--- config.mk ---
export PLATFORM = sky130hd
export DESIGN_NAME = fabric_ratio_governor
export DESIGN_NICKNAME = d
export VERILOG_FILES = /design/src/rtl/gov_pkg.sv /design/src/rtl/gov_ctrl_reg.sv /design/src/rtl/gov_decide.sv /design/src/rtl/fabric_ratio_governor.sv
export SDC_FILE = /design/constraint.sdc
export NUM_CORES = 1
export LEC_CHECK = 0
export ABC_CLOCK_PERIOD_IN_PS = 11720
export BUFFER_PORTS_ARGS = -buffer_cell sky130_fd_sc_hd__buf_2
export CORE_MARGIN = 2
export CORE_UTILIZATION = 45
export CTS_CLUSTER_DIAMETER = 80
export DETAILED_ROUTE_END_ITERATION = 6
export PLACE_DENSITY = 0.75
export SLEW_MARGIN = 40
export SYNTH_ARGS = -nofsm -noshare
export SYNTH_HDL_FRONTEND = slang
export SYNTH_SLANG_ARGS = --single-unit
--- constraint.sdc ---
create_clock -name clk -period 11.72 [get_ports clk]
set_input_delay 1.172 -clock clk [delete_from_list [all_inputs] [get_ports clk]]
set_output_delay 1.172 -clock clk [all_outputs]
set_load 0.005 [all_outputs]
--- src/rtl/gov_pkg.sv ---
// Package: shared widths, field positions and the decoded configuration
// type for the fabric ratio governor. Assumes a 64-bit control word.
package gov_pkg;
    localparam int RATIO_W = 7;
    localparam int UTIL_W  = 7;
    localparam int CFG_W   = 64;

    // Field positions are fixed: software and the decoder both rely on them.
    localparam int MAX_LSB   = 8;
    localparam int MIN_LSB   = 15;
    localparam int FLOOR_LSB = 22;
    localparam int LOW_LSB   = 32;
    localparam int HIEN_BIT  = 39;
    localparam int HIGH_LSB  = 40;

    localparam logic [CFG_W-1:0] CFG_MASK = 64'h0000_7FFF_1FFF_FF00;

    typedef struct packed {
        logic [RATIO_W-1:0] max_ratio;
        logic [RATIO_W-1:0] min_ratio;
        logic [RATIO_W-1:0] floor_ratio;
        logic [UTIL_W-1:0]  low_thr;
        logic               high_en;
        logic [UTIL_W-1:0]  high_thr;
    } gov_cfg_t;
endpackage

--- src/rtl/gov_ctrl_reg.sv ---
// Module: control register. Stores the writable fields of a write, forces
// unused bits to zero, and decodes the fields for the decision logic.
// Assumes a full 64-bit write per strobe; reads are combinational.
module gov_ctrl_reg
    import gov_pkg::*;
(
    input  logic             clk,
    input  logic             rst_n,
    input  logic             wr_en,
    input  logic [CFG_W-1:0] wr_data,
    output logic [CFG_W-1:0] rd_data,
    output gov_cfg_t         cfg
);
    logic [CFG_W-1:0] store_q;

    // Capture the implemented bits of each write; clear on reset.
    always_ff @(posedge clk) begin
        if (!rst_n)
            store_q <= '0;
        else if (wr_en)
            store_q <= wr_data & CFG_MASK;
    end

    // Decode fields at their fixed positions.
    always_comb begin
        cfg.max_ratio   = store_q[MAX_LSB   +: RATIO_W];
        cfg.min_ratio   = store_q[MIN_LSB   +: RATIO_W];
        cfg.floor_ratio = store_q[FLOOR_LSB +: RATIO_W];
        cfg.low_thr     = store_q[LOW_LSB   +: UTIL_W];
        cfg.high_en     = store_q[HIEN_BIT];
        cfg.high_thr    = store_q[HIGH_LSB  +: UTIL_W];
    end

    assign rd_data = store_q;

    // unused bits never read as one.
    p_unused_zero_r1: assert property (@(posedge clk) disable iff (!rst_n)
        (rd_data & ~CFG_MASK) == '0);

    // a write is readable unchanged in its implemented fields.
    p_write_back_r1: assert property (@(posedge clk) disable iff (!rst_n)
        wr_en |=> rd_data == ($past(wr_data) & CFG_MASK));
endmodule

--- src/rtl/gov_decide.sv ---
// Module: combinational ratio decision. From the current ratio, the
// configuration, the utilization code and the power-limit flag it forms
// the ratio to load on a sample. Assumes the caller loads it only on a
// sample pulse.
module gov_decide
    import gov_pkg::*;
(
    input  gov_cfg_t           cfg,
    input  logic [RATIO_W-1:0] cur_ratio,
    input  logic [UTIL_W-1:0]  util,
    input  logic               pwr_limit,
    output logic [RATIO_W-1:0] next_ratio
);
    localparam int WIDE_W = RATIO_W + 1;

    logic [RATIO_W-1:0] floor_eff;
    logic [WIDE_W-1:0]  cand;
    logic [WIDE_W-1:0]  capped;
    logic               light, heavy;

    // Classify the load and pick the raw candidate before limiting.
    always_comb begin
        floor_eff = (cfg.floor_ratio < cfg.min_ratio) ? cfg.min_ratio : cfg.floor_ratio;
        light     = util < cfg.low_thr;
        heavy     = cfg.high_en && (util > cfg.high_thr);
        if (light)
            cand = {1'b0, floor_eff};
        else if (heavy && !pwr_limit)
            cand = {1'b0, cur_ratio} + WIDE_W'(1);
        else
            cand = {1'b0, cur_ratio};
    end

    // Limit to the maximum first, then to the minimum.
    always_comb begin
        capped = (cand > {1'b0, cfg.max_ratio}) ? {1'b0, cfg.max_ratio} : cand;
        if (capped < {1'b0, cfg.min_ratio})
            capped = {1'b0, cfg.min_ratio};
        next_ratio = capped[RATIO_W-1:0];
    end
endmodule

--- src/rtl/fabric_ratio_governor.sv ---
// Module: top of the governor. Holds the current ratio and loads a new one
// from the decision logic on each utilization sample. Assumes util_valid is
// a single-cycle pulse per evaluation interval.
module fabric_ratio_governor
    import gov_pkg::*;
(
    input  logic               clk,
    input  logic               rst_n,
    input  logic               cfg_wr_en,
    input  logic [CFG_W-1:0]   cfg_wr_data,
    output logic [CFG_W-1:0]   cfg_rd_data,
    input  logic               util_valid,
    input  logic [UTIL_W-1:0]  util_code,
    input  logic               pwr_limit,
    output logic [RATIO_W-1:0] ratio
);
    gov_cfg_t           cfg;
    logic [RATIO_W-1:0] ratio_q;
    logic [RATIO_W-1:0] ratio_d;

    gov_ctrl_reg u_reg (
        .clk     (clk),
        .rst_n   (rst_n),
        .wr_en   (cfg_wr_en),
        .wr_data (cfg_wr_data),
        .rd_data (cfg_rd_data),
        .cfg     (cfg)
    );

    gov_decide u_decide (
        .cfg        (cfg),
        .cur_ratio  (ratio_q),
        .util       (util_code),
        .pwr_limit  (pwr_limit),
        .next_ratio (ratio_d)
    );

    // Current ratio: zero (the cleared minimum) on reset, reload per sample.
    always_ff @(posedge clk) begin
        if (!rst_n)
            ratio_q <= '0;
        else if (util_valid)
            ratio_q <= ratio_d;
    end

    assign ratio = ratio_q;

    // no sample, no movement.
    p_hold_idle_r9: assert property (@(posedge clk) disable iff (!rst_n)
        !util_valid |=> $stable(ratio));

    // after a sample the ratio lies within a consistent range.
    p_in_range_r8: assert property (@(posedge clk) disable iff (!rst_n)
        (util_valid && cfg.min_ratio <= cfg.max_ratio) |=>
        (ratio >= $past(cfg.min_ratio) && ratio <= $past(cfg.max_ratio)));

    // a non-light sample from an in-range ratio climbs at most one unit.
    p_one_step_r5: assert property (@(posedge clk) disable iff (!rst_n)
        (util_valid && util_code >= cfg.low_thr && ratio >= cfg.min_ratio) |=>
        ({1'b0, ratio} <= {1'b0, $past(ratio)} + 8'd1));

    // power limit freezes an in-range ratio on a non-light sample.
    p_pwr_hold_r6: assert property (@(posedge clk) disable iff (!rst_n)
        (util_valid && pwr_limit && util_code >= cfg.low_thr &&
         ratio >= cfg.min_ratio && ratio <= cfg.max_ratio) |=> $stable(ratio));

    // light load lands on an in-range floor.
    p_floor_r3: assert property (@(posedge clk) disable iff (!rst_n)
        (util_valid && util_code < cfg.low_thr && cfg.floor_ratio >= cfg.min_ratio &&
         cfg.floor_ratio <= cfg.max_ratio) |=> ratio == $past(cfg.floor_ratio));
endmodule

### Word level (Yosys, flattened, before mapping)

Cells that the tools add are included.

| operators by class | value |
|---|---|
| add/subtract/negate cells | 1 |
| $lt $le $gt $ge | 5 |
| mux-type cells | 5 |
| reduce and logical (&&, ||, !) cells | 3 |

Operators by type and width:

| kind | count |
|---|---|
| 8-bit 2-to-1 mux | 3 |
| 7-bit < comparator | 2 |
| 7-bit 2-to-1 mux | 2 |
| 7-bit by 1-bit adder with 8-bit output (second input constant) | 1 |
| 8-bit by 7-bit > comparator with 1-bit output | 1 |
| 8-bit by 7-bit < comparator with 1-bit output | 1 |
| 7-bit > comparator | 1 |
| 1-bit logical AND | 2 |
| 1-bit zero test | 1 |

| word-level totals | value |
|---|---|
| input bits | 76 |
| flip-flop bits (word level) | 43 |
| output and inout bits | 71 |

### Logic depth before layout (Yosys ltp)

Gate-level depths: netlist of the first run.

| depth | value |
|---|---|
| word-level depth | 9 |
| gate-level depth with buffers | 23 |

### Modules after synthesis

Synthesis of the first run repeated with hierarchy kept, for this count alone.

| unflattened totals | value |
|---|---|
| cells, all modules | 365 |
| area, all modules | 3453.3 um2 |

Modules (own cells, without submodules):

| module | area each (um2) | sequential area each (um2) | cells an instance | times used |
|---|---|---|---|---|
| gov_ctrl_reg | 1873.0 | 720.7 | 180 | 1 |
| gov_decide | 1315.0 | 0.0 | 163 | 1 |
| fabric_ratio_governor | 265.3 | 140.1 | 22 | 1 |

### Worst setup path before layout of the first run

No wires, ideal clock.

| path | value |
|---|---|
| path kind | input to register |
| start point | input util_code[5] |
| end point | register ratio_q[1], in the netlist ratio[1] |
| stages on the path | 19 |
| path slack | 5770 ps |
| path buffers | 1 |
| required time | 11647 ps |
| arrival time | 5877 ps |
| cell sequence | ha_1 > and4_4 > a41oi_4 > o211ai_1 > or4b_1 > o211ai_2 > ha_1 > a2111oi_0 > a21oi_1 > nor2_2 > mux2_2 > ha_1 > a21o_1 > a221oi_1 > and3b_2 > o311ai_4 > and2_1 > buf_6 > o211ai_2 |

| between the ends | value |
|---|---|
| word-level cells in the longest chain between the ends | 9 |
| elaborated cells between the ends (all ways) | 10 |
| classes of those cells | 4 x order compare; 4 x mux; 2 x reduce/logical |

RTL lines:

| element | RTL line | RTL |
|---|---|---|
| from (decl) | fabric_ratio_governor.sv:13 | `input logic [UTIL_W-1:0] util_code,` |
| 7-bit > comparator | gov_decide.sv:25 | `heavy = cfg.high_en && (util > cfg.high_thr);` |
| 1-bit logical AND | gov_decide.sv:25 |  |
| 1-bit logical AND | gov_decide.sv:28 | `else if (heavy && !pwr_limit)` |
| 8-bit 2-to-1 mux | gov_decide.sv:28 |  |
| 8-bit 2-to-1 mux (*) | gov_decide.sv:26 | `if (light)` |
| 8-bit by 7-bit > comparator with 1-bit output | gov_decide.sv:36 | `capped = (cand > {1'b0, cfg.max_ratio}) ? {1'b0, cfg.max_ratio} : cand;` |
| 8-bit 2-to-1 mux (*) | gov_decide.sv:36 |  |
| 8-bit by 7-bit < comparator with 1-bit output | gov_decide.sv:37 | `if (capped < {1'b0, cfg.min_ratio})` |
| 7-bit 2-to-1 mux (*) | gov_decide.sv:37 |  |
| to (signal assigned) | fabric_ratio_governor.sv:43 | `ratio_q <= ratio_d;` |
| to (decl) | fabric_ratio_governor.sv:18 | `logic [RATIO_W-1:0] ratio_q;` |

Mark *: on every way between the ends. The rest lies on a longest branch, timed or not.
A chain may end at the register's enable or synchronous reset.

### Final worst setup path of the first run

| path | value |
|---|---|
| start point | input util_code[5] |
| end point | register ratio_q[3], in the netlist ratio[3] |

Same word-level chain as after synthesis.

==> results of run 1 <==
-- cells by family (layout without fill, tap and decap cells) --
family	count (synthesis)	after routing	share of synthesized area
mux	54	54	0.169
buf+inv	69	125	0.120
compound gates	48	48	0.141
fa+ha+maj	33	33	0.127
flops	43	43	0.266
xor+xnor	5	5	0.0135
simple gates	83	83	0.162
other cells	1	28	0.00116
-- per-layer routing --
| layer | GRT usage | up-vias | wire length, µm |
|---|---|---|---|
| met5 | 0 | - | 0 |
| met4 | 0.0427 | 0 | 92 |
| met3 | 0.0345 | 9 | 435 |
| met2 | 0.301 | 89 | 3250 |
| met1 | 0.250 | 1161 | 3350 |
| li1 | - | 1299 | - |
-- sequential cells by signal, indices dropped and copies added (netlist names) --
register / cells
ratio: 7
u_reg.rd_data: 36
-- cells in the final DEF, fill, tap and decap left out, drive strengths merged, types with 5 or more instances in the layout --
master,count
mux2i,48
inv,27
nor2b,37
nand3,7
dfxtp,43
clkbuf,5
nand2,8
mux2,6
buf,90
nand3b,7
ha,33
nand4,9
o211ai,12
xor2,5
conb,28
a21oi,9
-- final cells by class --
class	count	area, µm²
Clock buffer	5	68.8
Clock inverter	3	15.0
Fill cell	648	3160
Inverter	27	101
Multi-Input combinational cell	251	2090
Sequential cell	43	861
Tap cell	96	120
Timing Repair Buffer	90	453
-- stage by stage --
step / worst slack (ps) / instance area, µm²
floorplan: 5770 / 3340
global placement: 5270 / 3620
detailed placement: 5190 / 3630
CTS: 5440 / 3710
global route: 5050 / 3710
finish: 5410 / 3710
-- how the worst max path moves through the flow --
| stage | slack (ps) | endpoint |
|---|---|---|
| global route | 5050 | ratio[2] |
| global placement | 5270 | ratio[2] |
| CTS | 5440 | ratio[2] |
| detailed placement | 5190 | ratio[2] |
| finish | 5410 | ratio[3] |
| floorplan | 5770 | ratio[1] |
-- power by group through the flow --
stage	clock network (mW)	registers, mW	logic, mW
floorplan	0	0.171	0.135
global placement	0	0.173	0.159
detailed placement	0	0.174	0.162
CTS	0.0956	0.170	0.164
global route	0.102	0.172	0.185
finish	0.0931	0.170	0.165
-- worst min-delay path: cells and delay by family (launching register included) --
family | cells | cell delay, ps
flip-flops | 1 | 330
multiplexers | 1 | 120
AND/OR/NAND/NOR | 1 | 50
-- synth_stat cells (8+ instances only) --
| library cell | count | area [µm²] |
|---|---|---|
| dfxtp_1 | 43 | 861 |
| nand4_1 | 9 | 56.3 |
| a21oi_1 | 9 | 45.0 |
| buf_4 | 30 | 225 |
| nand2_1 | 8 | 30.0 |
| inv_1 | 27 | 101 |
| ha_1 | 33 | 413 |
| mux2i_1 | 48 | 480 |
| nor2b_1 | 37 | 231 |
==> results.cfg, run 1 <==
[status]
status = complete, no violations

[floorplan]
die_w_um = 88.9
start_util = 0.472
core_um2 = 6870
die_y_um = 88.9
ios = 147
fp-row-count = 30
die_area_um2 = 7900

[min_path]
hold_start = u_reg.rd_data[45]
worstHoldEndpoint = u_reg.rd_data[45]
holdCritPathClass = flop to flop
min_path_cells = 2

[drt]
drtIter0Drc = 90
via_per_inst = 4.97
drc = 0
wire_per_inst_um = 13.8
final_antenna_net_count = 0
dr_total_vias = 2558
first_pass_iters = 4
wirelength_mm = 7.13

[sta]
maxSlewHeadroom = 0.520
drv_slew = 0
tns_ps = 0
setup_violations = 0
rsz0062_at_grt = false
post-route-period-util = 0.538
hold_violations = 0
period_minus_slack_ps = 6310
tightest_slew_ps = 720
fmax_ghz = 0.158
finClkSkew_ps = 6.51
holdWs_ps = 541

[global_routing]
antenna_found_initial = 0
track_usage = 0.184
grt_first_pass_wirelength_mm = 11.3
grt_overflow = 0
first_global_vias = 2323
grt_max_degree = 52

[clock_network]
clk_pin_slew_ps = 90
cts-htree-levels = 2
cts_setup_buffers = 0
clockBufferDepth = 2
cts_tree = done
cts_sinks = 43
holdBufCountCts = 0
clock_latency_ps = 290
root_buffer = clkbuf_8
cts_resized = 0
numCtsBuffers = 5

[critical_path]
path_depth = 19
ff2ff_path_depth = 19
path_max_fanout = 7
path_cells = buf_2 > ha_1 > and4_4 > a41oi_4 > o211ai_1 > or4b_1 > o211ai_2 > ha_1 > a2111oi_0 > a21oi_1 > nor2_2 > mux2_2 > ha_1 > and3_1 > a221oi_1 > and3b_2 > o311ai_4 > and2_1 > o211ai_2
crit_family = compound AO/OA/AOI/OAI gates
r2r-end = ratio[3]
start_kind = input port
regToRegSetupSlack_ps = 5880
cp.arrival_ps = 6540
cpPeakStageDelay_ps = 550
rr_startpoint = u_reg.rd_data[17]
worst_path_max_delay_cell = or4b_1
critical_path_class = input port to flop
cp-end-kind = flop
path_common_cell = ha_1
cp_num_buf_inv = 1
cp.required_ps = 11950
startpoint = util_code[5]

[power]
switching_share = 0.365
p_comb_frac = 0.385
vdd_drop_max_uv = 63.1
fin_total_pwr_mw = 0.428
internal_power_mw = 0.272
clock_power_share = 0.217
cellLeakagePower_nw = 1.84
power_density_nw_per_um2 = 115
seq_power_share = 0.398
switchingPower_mw = 0.156

[synthesis]
ys.flop_type = dfxtp_1
yosys.cell_types.count = 49
yosysSeqAreaShare = 0.266
synth_warnings = 0
syn_avg_cell_area_um2 = 9.64
synth_area_um2 = 3240
synth_edf_count = 0
synth_cells = 336
synth-seq-cells = 43
async_flop_share = 0

[cells_and_area]
utilization = 0.540
instances_no_fill = 515
syn2layout_area_growth_pct = 14.5
num_antenna_cells = 0
layout-drive-gt1-share = 0.294
nets = 527

[place]
gp_congestion = 0.946
place_hpwl_mm = 5.62
dp_cells = 507
io_buffers = 90

[flow_run]
drv_cap = 0
(Power assumes the default switching activity.)
==> inputs of run 2 (changes only) <==
--- a/config.mk
+++ b/config.mk
@@ -5,10 +5,10 @@
 export SDC_FILE = /design/constraint.sdc
 export NUM_CORES = 1
 export LEC_CHECK = 0
-export ABC_CLOCK_PERIOD_IN_PS = 11720
+export ABC_CLOCK_PERIOD_IN_PS = 5100
 export BUFFER_PORTS_ARGS = -buffer_cell sky130_fd_sc_hd__buf_2
 export CORE_MARGIN = 2
-export CORE_UTILIZATION = 45
+export CORE_UTILIZATION = 43
 export CTS_CLUSTER_DIAMETER = 80
 export DETAILED_ROUTE_END_ITERATION = 6
 export PLACE_DENSITY = 0.75
==> constraint.sdc (replaced) <==
create_clock -name clk -period 5.1 [get_ports clk]
set_input_delay 0.51 -clock clk [delete_from_list [all_inputs] [get_ports clk]]
set_output_delay 0.51 -clock clk [all_outputs]
set_load 0.005 [all_outputs]
==> run 2 against run 1 <==
Combinational power grew to 3.1 times the previous value. Via count is 9.1% higher. Core utilization is 1.9 points higher. First-iteration DRC count is 10% lower. Sequential share of layout area is 2.0 points lower. Routed wire length is 17% higher. Sequential cell count stayed put. Critical path depth is 3 higher. Clock power grew to 3.0 times the previous value. Sequential power is 130% higher. Worst hold slack worse by 76 ps. Largest cell class unchanged. Largest power group is now combinational logic. Highest routed layer unchanged.
==> results.cfg, run 2 (synthesized netlist as in run 1, its figures left out) <==
[sta]
drv_slew = 0
maxSlewHeadroom = 0.582
finalWorstSetupSlack_ps = 103
fmax_ghz = 0.200
finClkSkew_ps = 7.25
tns_ps = 0
hold_violations = 0
post-route-period-util = 0.980
tightest_slew_ps = 627
setup_violations = 0
period_minus_slack_ps = 5000

[clock_network]
clk_pin_slew_ps = 80
clockBufferDepth = 2
cts_sinks = 43
holdBufCountCts = 0
cts-htree-levels = 2
numCtsBuffers = 5
cts_tree = done
clock_latency_ps = 300
root_buffer = clkbuf_8

[global_routing]
grt_first_pass_wirelength_mm = 13.1
antenna_found_initial = 0
first_global_vias = 2780
track_usage = 0.194
grt_max_degree = 52
grt_overflow = 0

[critical_path]
cp.arrival_ps = 5180
r2r-end = ratio[1]
path_max_fanout = 6
worst_path_max_delay_cell = mux2_2
cp.required_ps = 5290
ff2ff_path_depth = 22
rr_startpoint = u_reg.rd_data[17]
cp-end-kind = flop
cpPeakStageDelay_ps = 390
regToRegSetupSlack_ps = 100
critical_path_class = flop to flop
startpoint = u_reg.rd_data[17]
path_common_cell = ha_1
start_kind = flop
path_cells = inv_1 > ha_1 > a21o_1 > a31oi_2 > o221a_2 > mux2i_2 > mux2i_1 > ha_1 > nor2b_1 > o21a_1 > o211ai_1 > a21oi_2 > nor2_4 > mux2_2 > ha_1 > and3_1 > a221oi_2 > and3b_2 > o311ai_4 > buf_4 > nand4_1 > o211ai_2

[cells_and_area]
num_antenna_cells = 0
syn2layout_area_growth_pct = 25.8
nets = 553
largest_register_ffs = 36
instances_no_fill = 544
layout-drive-gt1-share = 0.375
final_common_cell = buf_2
most-common-layout-cells = buf_2, mux2i_1, dfxtp_1
fill_cells = 687

[min_path]
hold_start = cfg_wr_data[13]
holdCritPathClass = input port to flop
min_path_cells = 3
worstHoldEndpoint = u_reg.rd_data[13]

[drt]
wire_per_inst_um = 15.3
dr_total_vias = 2791
final_antenna_net_count = 0
drtIter0Drc = 81
via_per_inst = 5.13
wirelength_mm = 8.34
drc = 0
first_pass_iters = 4

[place]
dp_cells = 533
io_buffers = 90
place_hpwl_mm = 6.40
gp_congestion = 0.901
place_ws_ps = -180

[floorplan]
fp-row-count = 31
die_y_um = 90.8
die_w_um = 90.8
core_um2 = 7290
die_area_um2 = 8250
start_util = 0.444
ios = 147

[power]
switching_share = 0.347
power_density_nw_per_um2 = 291
switchingPower_mw = 0.412
p_comb_frac = 0.437
cellLeakagePower_nw = 2.00
seq_power_share = 0.329
clock_power_share = 0.234
vdd_drop_max_uv = 177
internal_power_mw = 0.775

[status]
status = complete, no violations

[flow_run]
drv_cap = 0
run 2: cell count changes in the layout (fill, tap and decap cells not counted), sizes merged:
| cell | previous run | this run |
|---|---|---|
| buf | 90 | 116 |
| bufinv | 0 | 1 |
| clkbuf | 5 | 6 |
| clkinv | 3 | 1 |
run 2: metal layers:
metal / wire (µm) / GRT usage / vias to the layer above
li1: - / - / 1356
met1: 3530 / 0.234 / 1300
met2: 4080 / 0.336 / 123
met3: 640 / 0.0484 / 12
met4: 89 / 0.0657 / 0
met5: 0 / 0 / -
run 2: power groups by stage:
stage / clock network (mW) / registers, mW / logic [mW]
2_1_floorplan: 0 / 0.393 / 0.325
3_3_place_gp: 0 / 0.397 / 0.445
3_5_place_dp: 0 / 0.398 / 0.466
4_1_cts: 0.285 / 0.390 / 0.468
5_1_grt: 0.301 / 0.396 / 0.559
6_report: 0.278 / 0.391 / 0.518
run 2: per-stage QoR:
stage	power (mW)	hold slack, ps	cell area [µm²]	util
6_report	1.19	465	4080	0.559
3_5_place_dp	0.864	532	3820	0.524
5_1_grt	1.26	473	4080	0.559
3_3_place_gp	0.842	521	3820	0.524
2_1_floorplan	0.718	524	3360	-
4_1_cts	1.14	459	3940	0.540
run 2: timing repair:
action                     in CTS  in global routing
resized for setup               0                 22
setup endpoints to repair       0                  7
setup buffers                   0                  3
run 2: critical path, delay by kind of cell, from the launching register on:
kind | cells | cell delay (ps)
AO/OA/AOI/OAI | 9 | 1670
adder cells (fa/ha/maj) | 3 | 940
buffers and inverters | 2 | 250
flip-flops | 1 | 340
multiplexers | 3 | 780
AND/OR/NAND/NOR | 5 | 890
run 2: cell type report:
class	instances	area [µm²]	area share
inverters	27	101	0.0249
flip-flops and latches	43	865	0.212
clock buffers	6	82.6	0.0203
well taps	99	124	0.0304
clock inverters	2	35.0	0.00859
repair buffers	116	651	0.160
multi-input cells	251	2220	0.544
run 2: worst max-delay path by stage:
stage / end / slack [ps]
after floorplan: ratio[1] / 40
after global placement: ratio[6] / -70
after detailed placement: ratio[1] / -180
after CTS: ratio[1] / 7
after global routing: ratio[5] / -40
final: ratio[1] / 100
==> inputs of run 3 (changes only) <==
--- a/config.mk
+++ b/config.mk
@@ -6,12 +6,12 @@
 export NUM_CORES = 1
 export LEC_CHECK = 0
 export ABC_CLOCK_PERIOD_IN_PS = 5100
-export BUFFER_PORTS_ARGS = -buffer_cell sky130_fd_sc_hd__buf_2
 export CORE_MARGIN = 2
-export CORE_UTILIZATION = 43
+export CORE_UTILIZATION = 45
 export CTS_CLUSTER_DIAMETER = 80
 export DETAILED_ROUTE_END_ITERATION = 6
-export PLACE_DENSITY = 0.75
+export DONT_BUFFER_PORTS = 1
+export PLACE_DENSITY = 0.6
 export SLEW_MARGIN = 40
 export SYNTH_ARGS = -nofsm -noshare
 export SYNTH_HDL_FRONTEND = slang
==> run 3 against run 2 <==
Sequential power is essentially flat. Sequential share of layout area grew 2.9 points. Critical endpoint is now ratio[3]. Final cell count shrank 17%. Critical path type unchanged.
==> results.cfg, run 3 (synthesized netlist as in run 1, its figures left out) <==
[sta]
post-route-period-util = 0.965
period_minus_slack_ps = 4920
hold_violations = 0
setup_violations = 0
fmax_ghz = 0.203
finClkSkew_ps = 9.87
drv_slew = 0
finalWorstSetupSlack_ps = 178

[floorplan]
die_area_um2 = 7900
die_y_um = 88.9
start_util = 0.472
die_w_um = 88.9
core_um2 = 6870
ios = 147
fp-row-count = 30

[cells_and_area]
fill_cells = 657
layout-drive-gt1-share = 0.211
num_antenna_cells = 0
utilization = 0.522
most-common-layout-cells = mux2i_1, dfxtp_1, nor2b_1
final_common_cell = mux2i_1
syn2layout_area_growth_pct = 10.7
nets = 464
largest_register_ffs = 36

[global_routing]
track_usage = 0.178
top_usage_layer = met2
grt_use_met1 = 0.215
grt_first_pass_wirelength_mm = 10.8
first_global_vias = 2213
grt_use_met2 = 0.306
use_met3 = 0.0541
grt_overflow = 0
antenna_found_initial = 0
grt_max_degree = 52

[clock_network]
cts_sinks = 43
cts-htree-levels = 2
numCtsBuffers = 5
cts_tree = done
clk_pin_slew_ps = 90
root_buffer = clkbuf_8
clock_latency_ps = 290
clockBufferDepth = 2

[flow_run]
drv_cap = 0

[critical_path]
cp-end-kind = flop
cp.required_ps = 5280
start_kind = flop
path_max_fanout = 6
regToRegSetupSlack_ps = 180
critical_path_class = flop to flop
cp.arrival_ps = 5100

[status]
status = complete, no violations

[power]
vdd_drop_max_uv = 165
cellLeakagePower_nw = 1.59
power_density_nw_per_um2 = 304

[drt]
wirelength_mm = 7.35
final_antenna_net_count = 0
drtIter0Drc = 90
first_pass_iters = 4
via_per_inst = 5.28
drc = 0
dr_total_vias = 2385
wire_per_inst_um = 16.3

[min_path]
holdCritPathClass = input port to flop

[place]
gp_congestion = 0.898
place_ws_ps = -15.3
io_buffers = 0
place_hpwl_mm = 5.74
## run 3: cell count changes in the layout (fill, tap and decap cells not counted), sizes merged
cell and change:
bufinv -1, clkinv -1, clkbuf +2, buf -89
## run 3: critical path, stage by stage, from the launching register on
cell	delay (ps)
dfxtp_2	360
inv_1	50
ha_1	310
and4_4	240
a21boi_4	190
o211ai_1	140
or4b_4	550
o211ai_4	120
ha_4	250
a2111oi_4	370
a21oi_2	130
nor2_4	220
mux2_4	350
ha_1	300
and3_4	190
a221oi_2	300
and3b_2	260
o311ai_4	110
buf_4	180
nand4_1	110
o211ai_2	80
## run 3: timing repair
item | in CTS | in global routing
hold buffers | 0 | 0
setup buffers | 0 | 2
resized for setup | 0 | 20
setup endpoints to repair | 0 | 7
## run 3: path summary, 6_finish.rpt
path              cells past startpoint           endpoint              start
hold reg to reg                       2  u_reg.rd_data[44]  u_reg.rd_data[44]
setup reg to reg                     20           ratio[3]  u_reg.rd_data[46]
setup / recovery                     20           ratio[3]  u_reg.rd_data[46]
hold / removal                        1           ratio[0]         util_valid
## run 3: routing by layer
layer  wire [µm]  vias to the layer above
li1            -                     1176
met1        3040                     1102
met2        3590                      101
met3         635                        6
met4          89                        0
met5           0                        -
## run 3: layout make-up
class                           count  area, µm²  share of cell area
Clock buffer                        8        100              0.0279
Inverter                           27        101              0.0283
Multi-Input combinational cell    251       2200               0.612
Sequential cell                    43        866               0.241
Tap cell                           96        120              0.0335
Timing Repair Buffer               27        203              0.0565
## run 3: power breakdown
part	total [mW]	internal [mW]	switching, mW
Combinational	0.460	0.236	0.224
Sequential	0.392	0.361	0.0307
Clock	0.238	0.124	0.114
## run 3: metrics by stage
step	hold WS (ps)	setup TNS, ps	power [mW]	instance area (µm²)	std cells
after floorplan	524	0	0.718	3360	363
after global placement	543	0	0.800	3380	442
after detailed placement	549	-77.4	0.808	3380	442
after CTS	298	0	1.05	3480	450
after global routing	295	-292	1.16	3590	452
final	311	0	1.09	3590	452
